## config.mk

```make
export PLATFORM = sky130hd
export DESIGN_NAME = flash_evt_regs
export DESIGN_NICKNAME = d
export VERILOG_FILES = /design/src/rtl/flash_evt_pkg.sv /design/src/rtl/fe_cmd_gate.sv /design/src/rtl/fe_int_bank.sv /design/src/rtl/fe_cfg_bank.sv /design/src/rtl/flash_evt_regs.sv
export SDC_FILE = /design/constraint.sdc
export NUM_CORES = 1
export LEC_CHECK = 0
export BUFFER_PORTS_ARGS = -buffer_cell sky130_fd_sc_hd__clkbuf_2
export CAP_MARGIN = 20
export CORE_MARGIN = 2
export CORE_UTILIZATION = 45
export CTS_CLUSTER_SIZE = 28
export DETAILED_ROUTE_END_ITERATION = 12
export PLACE_DENSITY_LB_ADDON = 0.05
export RECOVER_POWER = 100
export SYNTH_ARGS = -nofsm -noshare
export SYNTH_HDL_FRONTEND = slang
export SYNTH_HIERARCHICAL = 1
export SYNTH_SLANG_ARGS = --single-unit
```

## constraint.sdc

```tcl
create_clock -name clk -period 2.2 [get_ports clk]
set_input_delay 0.11 -clock clk [delete_from_list [all_inputs] [get_ports clk]]
set_output_delay 0.11 -clock clk [all_outputs]
set_load 0.05 [all_outputs]
```

## src/rtl/flash_evt_pkg.sv

```systemverilog
package flash_evt_pkg;
  localparam int DW = 16;
  localparam int NCLS = 3;

  localparam logic [DW-1:0] INT_COLD  = 16'h8080;
  localparam logic [DW-1:0] INT_WARM  = 16'h8010;
  localparam logic [DW-1:0] CFG1_INIT = 16'h40C0;
  localparam logic [DW-1:0] CFG1_RMSK = 16'hFFE0;
  localparam logic [DW-1:0] ERR_MSK   = 16'h3C00;

  localparam int PEND_B   = 15;
  localparam int CMDERR_B = 10;
  localparam int POL_B    = 6;
  localparam int RDY_B    = 7;

  typedef enum logic [2:0] {
    SEL_CMD  = 3'd0,
    SEL_CFG1 = 3'd1,
    SEL_CFG2 = 3'd2,
    SEL_STAT = 3'd3,
    SEL_INT  = 3'd4
  } sel_e;

  // class 0 load, 1 program, 2 erase
  function automatic int done_bit(input int cls);
    return 7 - cls;
  endfunction

  function automatic int err_bit(input int cls);
    return 13 - cls;
  endfunction

  function automatic logic is_reset_cmd(input logic [DW-1:0] c);
    return (c == 16'h00F0) || (c == 16'h00F3);
  endfunction

  function automatic logic is_known_cmd(input logic [DW-1:0] c);
    case (c)
      16'h0000, 16'h0013, 16'h001A, 16'h001B, 16'h0023,
      16'h0027, 16'h002A, 16'h002C, 16'h0030, 16'h0065,
      16'h0071, 16'h0080, 16'h0094, 16'h0095, 16'h00B0: return 1'b1;
      default: return 1'b0;
    endcase
  endfunction

  function automatic logic irq_level(input logic [DW-1:0] ist,
                                     input logic [DW-1:0] c1);
    return ist[PEND_B] ^ ~c1[POL_B];
  endfunction
endpackage

```

## src/rtl/fe_cmd_gate.sv

```systemverilog
module fe_cmd_gate
  import flash_evt_pkg::*;
(
  input  logic          clk,
  input  logic          rst_n,
  input  logic          wr_cmd,
  input  logic [DW-1:0] wdata,
  input  logic          pending,
  output logic          warm_o,
  output logic          bad_o,
  output logic [DW-1:0] cmd_q,
  output logic          go_q
);
  logic accept, start;

  assign accept = wr_cmd && !pending;
  assign warm_o = accept && is_reset_cmd(wdata);
  assign bad_o  = accept && !is_reset_cmd(wdata) && !is_known_cmd(wdata);
  assign start  = accept && is_known_cmd(wdata);

  always_ff @(posedge clk or negedge rst_n) begin
    if (!rst_n) begin
      cmd_q <= '0;
      go_q  <= 1'b0;
    end else begin
      go_q <= start;
      if (warm_o)      cmd_q <= '0;
      else if (accept) cmd_q <= wdata;
    end
  end
endmodule

```

## src/rtl/fe_int_bank.sv

```systemverilog
module fe_int_bank
  import flash_evt_pkg::*;
#(
  parameter int N_CLS = NCLS
) (
  input  logic             clk,
  input  logic             rst_n,
  input  logic             warm,
  input  logic             bad,
  input  logic             wr_int,
  input  logic [DW-1:0]    wdata,
  input  logic [N_CLS-1:0] done,
  input  logic [N_CLS-1:0] fail,
  output logic [DW-1:0]    int_q,
  output logic [DW-1:0]    stat_q,
  output logic [DW-1:0]    int_nxt
);
  logic [DW-1:0] ev_int, ev_err, acked, stat_base, stat_nxt;

  always_comb begin
    ev_int = '0;
    ev_err = '0;
    for (int i = 0; i < N_CLS; i++) begin
      if (done[i]) begin
        ev_int = ev_int | (16'h1 << PEND_B) | (16'h1 << done_bit(i));
        if (fail[i])
          ev_err = ev_err | (16'h1 << CMDERR_B) | (16'h1 << err_bit(i));
      end
    end
    if (bad) begin
      ev_int = ev_int | (16'h1 << PEND_B);
      ev_err = ev_err | (16'h1 << CMDERR_B);
    end
    acked     = wr_int ? (int_q & wdata) : int_q;
    stat_base = acked[PEND_B] ? stat_q : (stat_q & ~ERR_MSK);
    int_nxt   = warm ? INT_WARM : (acked | ev_int);
    stat_nxt  = warm ? '0 : (stat_base | ev_err);
  end

  always_ff @(posedge clk or negedge rst_n) begin
    if (!rst_n) begin
      int_q  <= INT_COLD;
      stat_q <= '0;
    end else begin
      int_q  <= int_nxt;
      stat_q <= stat_nxt;
    end
  end
endmodule

```

## src/rtl/fe_cfg_bank.sv

```systemverilog
module fe_cfg_bank
  import flash_evt_pkg::*;
(
  input  logic          clk,
  input  logic          rst_n,
  input  logic          warm,
  input  logic          wr_c1,
  input  logic          wr_c2,
  input  logic [DW-1:0] wdata,
  output logic [DW-1:0] cfg1_q,
  output logic [DW-1:0] cfg2_q,
  output logic [DW-1:0] cfg1_nxt
);
  always_comb begin
    if (warm)       cfg1_nxt = CFG1_INIT;
    else if (wr_c1) cfg1_nxt = wdata;
    else            cfg1_nxt = cfg1_q;
  end

  always_ff @(posedge clk or negedge rst_n) begin
    if (!rst_n) begin
      cfg1_q <= CFG1_INIT;
      cfg2_q <= '0;
    end else begin
      cfg1_q <= cfg1_nxt;
      if (warm)       cfg2_q <= '0;
      else if (wr_c2) cfg2_q <= wdata;
    end
  end
endmodule

```

## src/rtl/flash_evt_regs.sv

```systemverilog
module flash_evt_regs
  import flash_evt_pkg::*;
#(
  parameter int SEL_W = 3,
  parameter int N_CLS = NCLS
) (
  input  logic             clk,
  input  logic             rst_n,
  input  logic [SEL_W-1:0] reg_sel,
  input  logic             reg_wr,
  input  logic [DW-1:0]    reg_wdata,
  output logic [DW-1:0]    reg_rdata,
  input  logic [N_CLS-1:0] evt_done,
  input  logic [N_CLS-1:0] evt_fail,
  output logic             cmd_go,
  output logic [DW-1:0]    cmd_code,
  output logic             irq_o,
  output logic             rdy_o
);
  logic wr_cmd, wr_c1, wr_c2, wr_int;
  logic warm, bad, irq_q;
  logic [DW-1:0] cmd_q, cfg1_q, cfg2_q, int_q, stat_q, int_nxt, cfg1_nxt;

  assign wr_cmd = reg_wr && (reg_sel == SEL_W'(SEL_CMD));
  assign wr_c1  = reg_wr && (reg_sel == SEL_W'(SEL_CFG1));
  assign wr_c2  = reg_wr && (reg_sel == SEL_W'(SEL_CFG2));
  assign wr_int = reg_wr && (reg_sel == SEL_W'(SEL_INT));

  fe_cmd_gate u_gate (
    .clk(clk), .rst_n(rst_n), .wr_cmd(wr_cmd), .wdata(reg_wdata),
    .pending(int_q[PEND_B]), .warm_o(warm), .bad_o(bad),
    .cmd_q(cmd_q), .go_q(cmd_go)
  );

  fe_int_bank #(.N_CLS(N_CLS)) u_int (
    .clk(clk), .rst_n(rst_n), .warm(warm), .bad(bad), .wr_int(wr_int),
    .wdata(reg_wdata), .done(evt_done), .fail(evt_fail),
    .int_q(int_q), .stat_q(stat_q), .int_nxt(int_nxt)
  );

  fe_cfg_bank u_cfg (
    .clk(clk), .rst_n(rst_n), .warm(warm), .wr_c1(wr_c1), .wr_c2(wr_c2),
    .wdata(reg_wdata), .cfg1_q(cfg1_q), .cfg2_q(cfg2_q), .cfg1_nxt(cfg1_nxt)
  );

  // registered from next-state so it lines up with the register values
  always_ff @(posedge clk or negedge rst_n) begin
    if (!rst_n) irq_q <= irq_level(INT_COLD, CFG1_INIT);
    else        irq_q <= irq_level(int_nxt, cfg1_nxt);
  end

  always_comb begin
    case (reg_sel)
      SEL_W'(SEL_CMD):  reg_rdata = cmd_q;
      SEL_W'(SEL_CFG1): reg_rdata = cfg1_q & CFG1_RMSK;
      SEL_W'(SEL_CFG2): reg_rdata = cfg2_q;
      SEL_W'(SEL_STAT): reg_rdata = stat_q;
      SEL_W'(SEL_INT):  reg_rdata = int_q;
      default:          reg_rdata = '0;
    endcase
  end

  assign cmd_code = cmd_q;
  assign irq_o    = irq_q;
  assign rdy_o    = cfg1_q[RDY_B];
endmodule

```

Word-level counts from Yosys, hierarchy flattened

Cells that the tools add are included.

Eq/ne operators: 20
Mux-type cells: 23
Bitwise operators: 5
Reduce and logical (&&, ||, !) cells: 19

Operators by type and width:

| operator                                                               | number |
|---|---|
| 16-bit 2-to-1 mux                                                      | 13 |
| 16-bit by 8-bit equality test with 1-bit output, second input constant | 6 |
| 16-bit by 6-bit equality test with 1-bit output, second input constant | 5 |
| 16-bit one-hot mux with 5 select lines                                 | 1 |
| 16-bit by 5-bit equality test with 1-bit output, second input constant | 3 |
| 14-bit 2-to-1 mux                                                      | 3 |
| 16-bit by 7-bit equality test with 1-bit output, second input constant | 2 |
| 13-bit 2-to-1 mux                                                      | 2 |
| 12-bit 2-to-1 mux                                                      | 2 |
| 16-bit bitwise AND                                                     | 1 |
| 16-bit zero test                                                       | 1 |
| 16-bit by 14-bit bitwise OR with 16-bit output                         | 1 |
| 16-bit bitwise OR                                                      | 1 |
| 15-bit OR reduction                                                    | 1 |
| 11-bit 2-to-1 mux                                                      | 1 |
| 1-bit logical AND                                                      | 9 |
| 3-bit by 2-bit equality test with 1-bit output, second input constant  | 2 |
| 2-bit nonzero test                                                     | 3 |
| 3-bit by 1-bit equality test with 1-bit output, second input constant  | 1 |
| 3-bit equality test, second input constant                             | 1 |
| 1-bit zero test                                                        | 3 |
| 3-bit zero test                                                        | 1 |
| 1-bit logical OR                                                       | 1 |
| 1-bit 2-to-1 mux                                                       | 1 |
| 2 further kinds                                                        | 2 |

Register bits after elaboration: 82
Input bits: 28
Output and inout bits: 35
Logic and storage cells: 75

Longest topological paths before layout

Depth in word-level cells: 9
Gate-level depth with buffers: 13
Mapped depth without buffers: 9

Cells and area by module

The synthesis kept the hierarchy.

By module, submodules not included:

| module         | instances | cells an instance | area each (µm²) | sequential area each (µm²) |
|---|---|---|---|---|
| fe_cfg_bank    | 1         | 103               | 1325.0          | 804.5 |
| fe_cmd_gate    | 1         | 71                | 868.3           | 425.4 |
| fe_int_bank    | 1         | 75                | 860.8           | 503.0 |
| flash_evt_regs | 1         | 66                | 611.8           | 26.3 |

Least setup slack after synthesis

OpenSTA, ideal clock, no wires.

Path type: input port to flip-flop
From: input port reg_sel[1]
To: register irq_q (netlist: irq_o)
Library setup time: 75 ps
Arrival time: 2439 ps
Required time: 2125 ps
Slack: -315 ps
Stages: 13
Path buffers: 6
Path through: buf_6 -> nor3_2 -> buf_2 -> and2_1 -> nand2b_1 -> clkbuf_1 -> clkbuf_1 -> nor3_1 -> buf_2 -> inv_1 -> buf_2 -> nand2_1 -> xnor2_1

Elaborated cells between the ends (all ways): 18
Those cells by class: eq/ne (2); mux (5); bitwise (3); reduce/logical (8)

RTL lines:

| what                 | RTL line             | text |
|---|---|---|
| start, declared      | flash_evt_regs.sv:9  | `input logic [SEL_W-1:0] reg_sel,` |
| 3-bit zero test      | flash_evt_regs.sv:24 | `assign wr_cmd = reg_wr && (reg_sel == SEL_W'(SEL_CMD));` |
| 1-bit logical AND    | flash_evt_regs.sv:24 |  |
| via wr_cmd           | flash_evt_regs.sv:20 | `logic wr_cmd, wr_c1, wr_c2, wr_int;` |
| 1-bit logical AND    | fe_cmd_gate.sv:16    | `assign accept = wr_cmd && !pending;` |
| 1-bit logical AND    | fe_cmd_gate.sv:17    | `assign warm_o = accept && is_reset_cmd(wdata);` |
| via warm             | flash_evt_regs.sv:21 | `logic warm, bad, irq_q;` |
| 16-bit 2-to-1 mux    | fe_int_bank.sv:36    | `int_nxt = warm ? INT_WARM : (acked \| ev_int);` |
| via int_nxt[15]      | flash_evt_regs.sv:22 | `logic [DW-1:0] cmd_q, cfg1_q, cfg2_q, int_q, stat_q, int_nxt, cfg1_nxt;` |
| 1-bit XOR            | flash_evt_pkg.sv:48  | `return ist[PEND_B] ^ ~c1[POL_B];` |
| end signal, assigned | flash_evt_regs.sv:48 | `if (!rst_n) irq_q <= irq_level(INT_COLD, CFG1_INIT);` |
| end signal, assigned | flash_evt_regs.sv:49 | `else irq_q <= irq_level(int_nxt, cfg1_nxt);` |
| end, declared        | flash_evt_regs.sv:21 |  |

The timed path passes the listed nets, and every way through them passes these cells. The select of a mux whose other input is x is not followed.
A chain may end at the register's enable or synchronous reset.

Final worst setup path

From: input port reg_wdata[8]
To: register irq_q (netlist: irq_o)

Cells in the longest elaborated chain, start to end: 9
Elaborated cells between the ends (all ways): 31
Those cells by class: eq/ne (16); mux (4); bitwise (3); reduce/logical (8)

RTL lines:

| what                                                                          | RTL line                                 | text |
|---|---|---|
| start, declared                                                               | flash_evt_regs.sv:11                     | `input logic [DW-1:0] reg_wdata,` |
| 16-bit by 5-bit equality test with 1-bit output, or another cell as far along | flash_evt_pkg.sv:38                      | `case (c)` |
| 15-bit OR reduction or 1-bit logical OR (tied branches)                       | flash_evt_pkg.sv:38, flash_evt_pkg.sv:34 |  |
| 1-bit 2-to-1 mux or 1-bit zero test (tied branches)                           | flash_evt_pkg.sv:38, fe_cmd_gate.sv:18   |  |
| 1-bit zero test or 1-bit logical AND (tied branches)                          | fe_cmd_gate.sv:18                        | `assign bad_o = accept && !is_reset_cmd(wdata) && !is_known_cmd(wdata);` |
| 1-bit logical AND *                                                           | fe_cmd_gate.sv:18                        |  |
| via bad                                                                       | flash_evt_regs.sv:21                     |  |
| 16-bit 2-to-1 mux *                                                           | fe_int_bank.sv:30                        | `if (bad) begin` |
| 16-bit bitwise OR *                                                           | fe_int_bank.sv:36                        |  |
| 16-bit 2-to-1 mux *                                                           | fe_int_bank.sv:36                        |  |
| via int_nxt[15]                                                               | flash_evt_regs.sv:22                     |  |
| 1-bit XOR *                                                                   | flash_evt_pkg.sv:48                      |  |

The timed path passes the listed nets; every way through them passes the cells marked *.

==> flow_metrics.py <==
metrics = {
    "yosys": {
        "ys_warn_count": 6,
        "avgSynthCellArea_sq_um": 11.6,
        "netlist_area_sq_mm": 0.00347,
        "synthCells": 300,
    },
    "global_routing": {
        "grt_pass1_vias": 2702,
        "grt_pass1_wl_microns": 15000,
        "grt.overflow.total": 0,
        "antenna_found_initial": 0,
        "grt_max_degree": 43,
        "grt_usage_pct": 23.3,
    },
    "timing": {
        "rsz0062_at_grt": "no",
        "finalMaxSlewViolations": 0,
        "hold_violations": 0,
        "setup_viol": 0,
        "fmax_ghz": 0.511,
        "post-route-period-util_pct": 89.0,
        "relSlewSlack_pct": 6.90,
        "min_period_ps": 1960,
        "tightest_slew_ps": 1400,
        "fin_skew_ps": 6.81,
        "hold_slack_ps": 45.3,
    },
    "place": {
        "io_buffers": 62,
        "hpwlAfterDp_microns": 6300,
        "routabilityCongestion": 0.799,
    },
    "cells_and_area": {
        "mostFrequentLayoutCells": "dfrtp_1 (59), mux2i_1 (36), clkbuf_1 (34)",
        "num_antenna_cells": 0,
        "drive_gt1_share_pct": 25.4,
        "fin_nets": 412,
        "area_delta_synth_final_pct": 19.8,
        "final_common_cell": "dfrtp_1",
    },
    "power_and_ir_drop": {
        "p_int_uw": 2170,
        "ir_worst_vdd_mv": 0.418,
        "pwr-share-clk_pct": 36.2,
        "combPwrFrac_pct": 18.8,
        "powerDensity_mw_per_mm2": 744,
        "sw_frac_of_total_pct": 29.7,
        "switchingPower_uw": 921,
        "power_leakage_uw": 0.00198,
        "power_uw": 3100,
        "seqPwrFrac_pct": 45.1,
    },
    "worst_setup_path": {
        "crit_required_ps": 2470,
        "rrSetupSlack_ps": 260,
        "worstPathArrival_ps": 2220,
        "worst-setup-path-type": "in -> reg",
        "crit_fanout": 5,
        "critical_path.startpoint_type": "input port",
        "end_kind": "flop",
    },
    "die": {
        "fp-row-count": 32,
        "start_util_pct": 45.6,
        "dieHeight_microns": 91.8,
        "die_area_sq_mm": 0.00843,
        "ios": 63,
        "core_area_sq_mm": 0.00761,
        "die-width_microns": 91.8,
    },
    "clock_network": {
        "root_buffer": "clkbuf_8",
        "ctsHtreeMaxLevel": 3,
        "tritoncts": "built",
        "clkSinkCount": 65,
        "clk_latency_ps": 340,
        "numCtsBuffers": 9,
        "cts_setup_buffers": 0,
        "path_clk_slew_ps": 70,
        "cts_buffer_depth": 2,
    },
    "drt": {
        "wl_per_cell_microns": 18.9,
        "wl_met2_microns": 4240,
        "topRoutingLayerUsed": "met4",
        "drt-met1-wl_microns": 4530,
        "drc_errors": 0,
        "met3_length_microns": 478,
        "via_per_inst": 5.51,
        "vias": 2705,
        "wl_microns": 9300,
        "antenna_left": 0,
        "drt_iter0_drc": 176,
        "firstDrtPassIters": 4,
    },
    "run": {
        "max_cap_violations": 0,
    },
    "hold_path": {
        "hp-class": "in -> reg",
    },
    "status": {
        "outcome": "finished, final reports clean",
    },
}
==> flip-flops by register name (all words and copies together), names as in the netlist <==
register and count:
irq_o 1, u_gate/cmd_q 16, u_int/stat_q 4, u_gate/go_q 1, u_cfg/cfg2_q 16, u_int/int_q 16
u_cfg/cfg1_q 11
==> per-layer routing <==
metal | vias to the layer above | global-route usage [%]
li1 | 1261 | -
met1 | 1369 | 34.2
met2 | 71 | 34.9
met3 | 4 | 4.27
met4 | 0 | 7.34
met5 | - | 0
==> worst paths after layout <==
path,start,end,cells past startpoint
worst max-delay path,reg_wdata[8],irq_o,10
worst min-delay path,evt_done[1],u_int/int_q[6],3
worst max register to register,u_int/int_q[15],irq_o,6
worst min register to register,u_int/int_q[14],u_int/int_q[14],1
max in group asynchronous,rst_n,u_cfg/cfg1_q[6],3
min in group asynchronous,rst_n,u_gate/cmd_q[12],2
==> worst max-delay path: stages <==
cell      delay (ps)
clkbuf_1         130
nor4_1           410
buf_4            190
nand2_1           60
o32a_2           390
o211a_1          140
or4_1            390
a21oi_1          130
nand2_1           90
xnor2_1          180
==> metrics by stage <==
stage               setup WS, ps  instances  TNS [ps]  util [%]  cell area, sq um
floorplan                   3.67        311         0         -              3530
global placement           -88.5        473     -88.5      53.5              4070
detailed placement         -66.7        473     -66.7      53.5              4070
CTS                          227        491         0      56.7              4310
global route                39.1        491         0      54.7              4160
finish                       242        491         0      54.7              4160
==> final cells by class <==
type,count,area (sq um)
clock inverters,7,95.1
flip-flops and latches,65,1630
well taps,102,128
inverters,5,18.8
fillers,711,3450
multi-input cells,208,1610
clock buffers,9,124
repair buffers,95,551
==> power groups by stage <==
stage                     Combinational [uW]  Sequential [uW]  Clock (uW)
after floorplan                          372             1450           0
after global placement                   614             1410           0
after detailed placement                 621             1410           0
after CTS                                626             1390        1150
after global routing                     637             1410        1190
final                                    581             1390        1120
==> what timing repair did <==
item                                    in CTS  in global routing
hold endpoints to repair                    23                  0
endpoints found under the setup margin       0                  0
gates resized for setup                      0                  0
hold buffers                                 2                  0
Note: power is estimated with default switching activity, not from simulation.
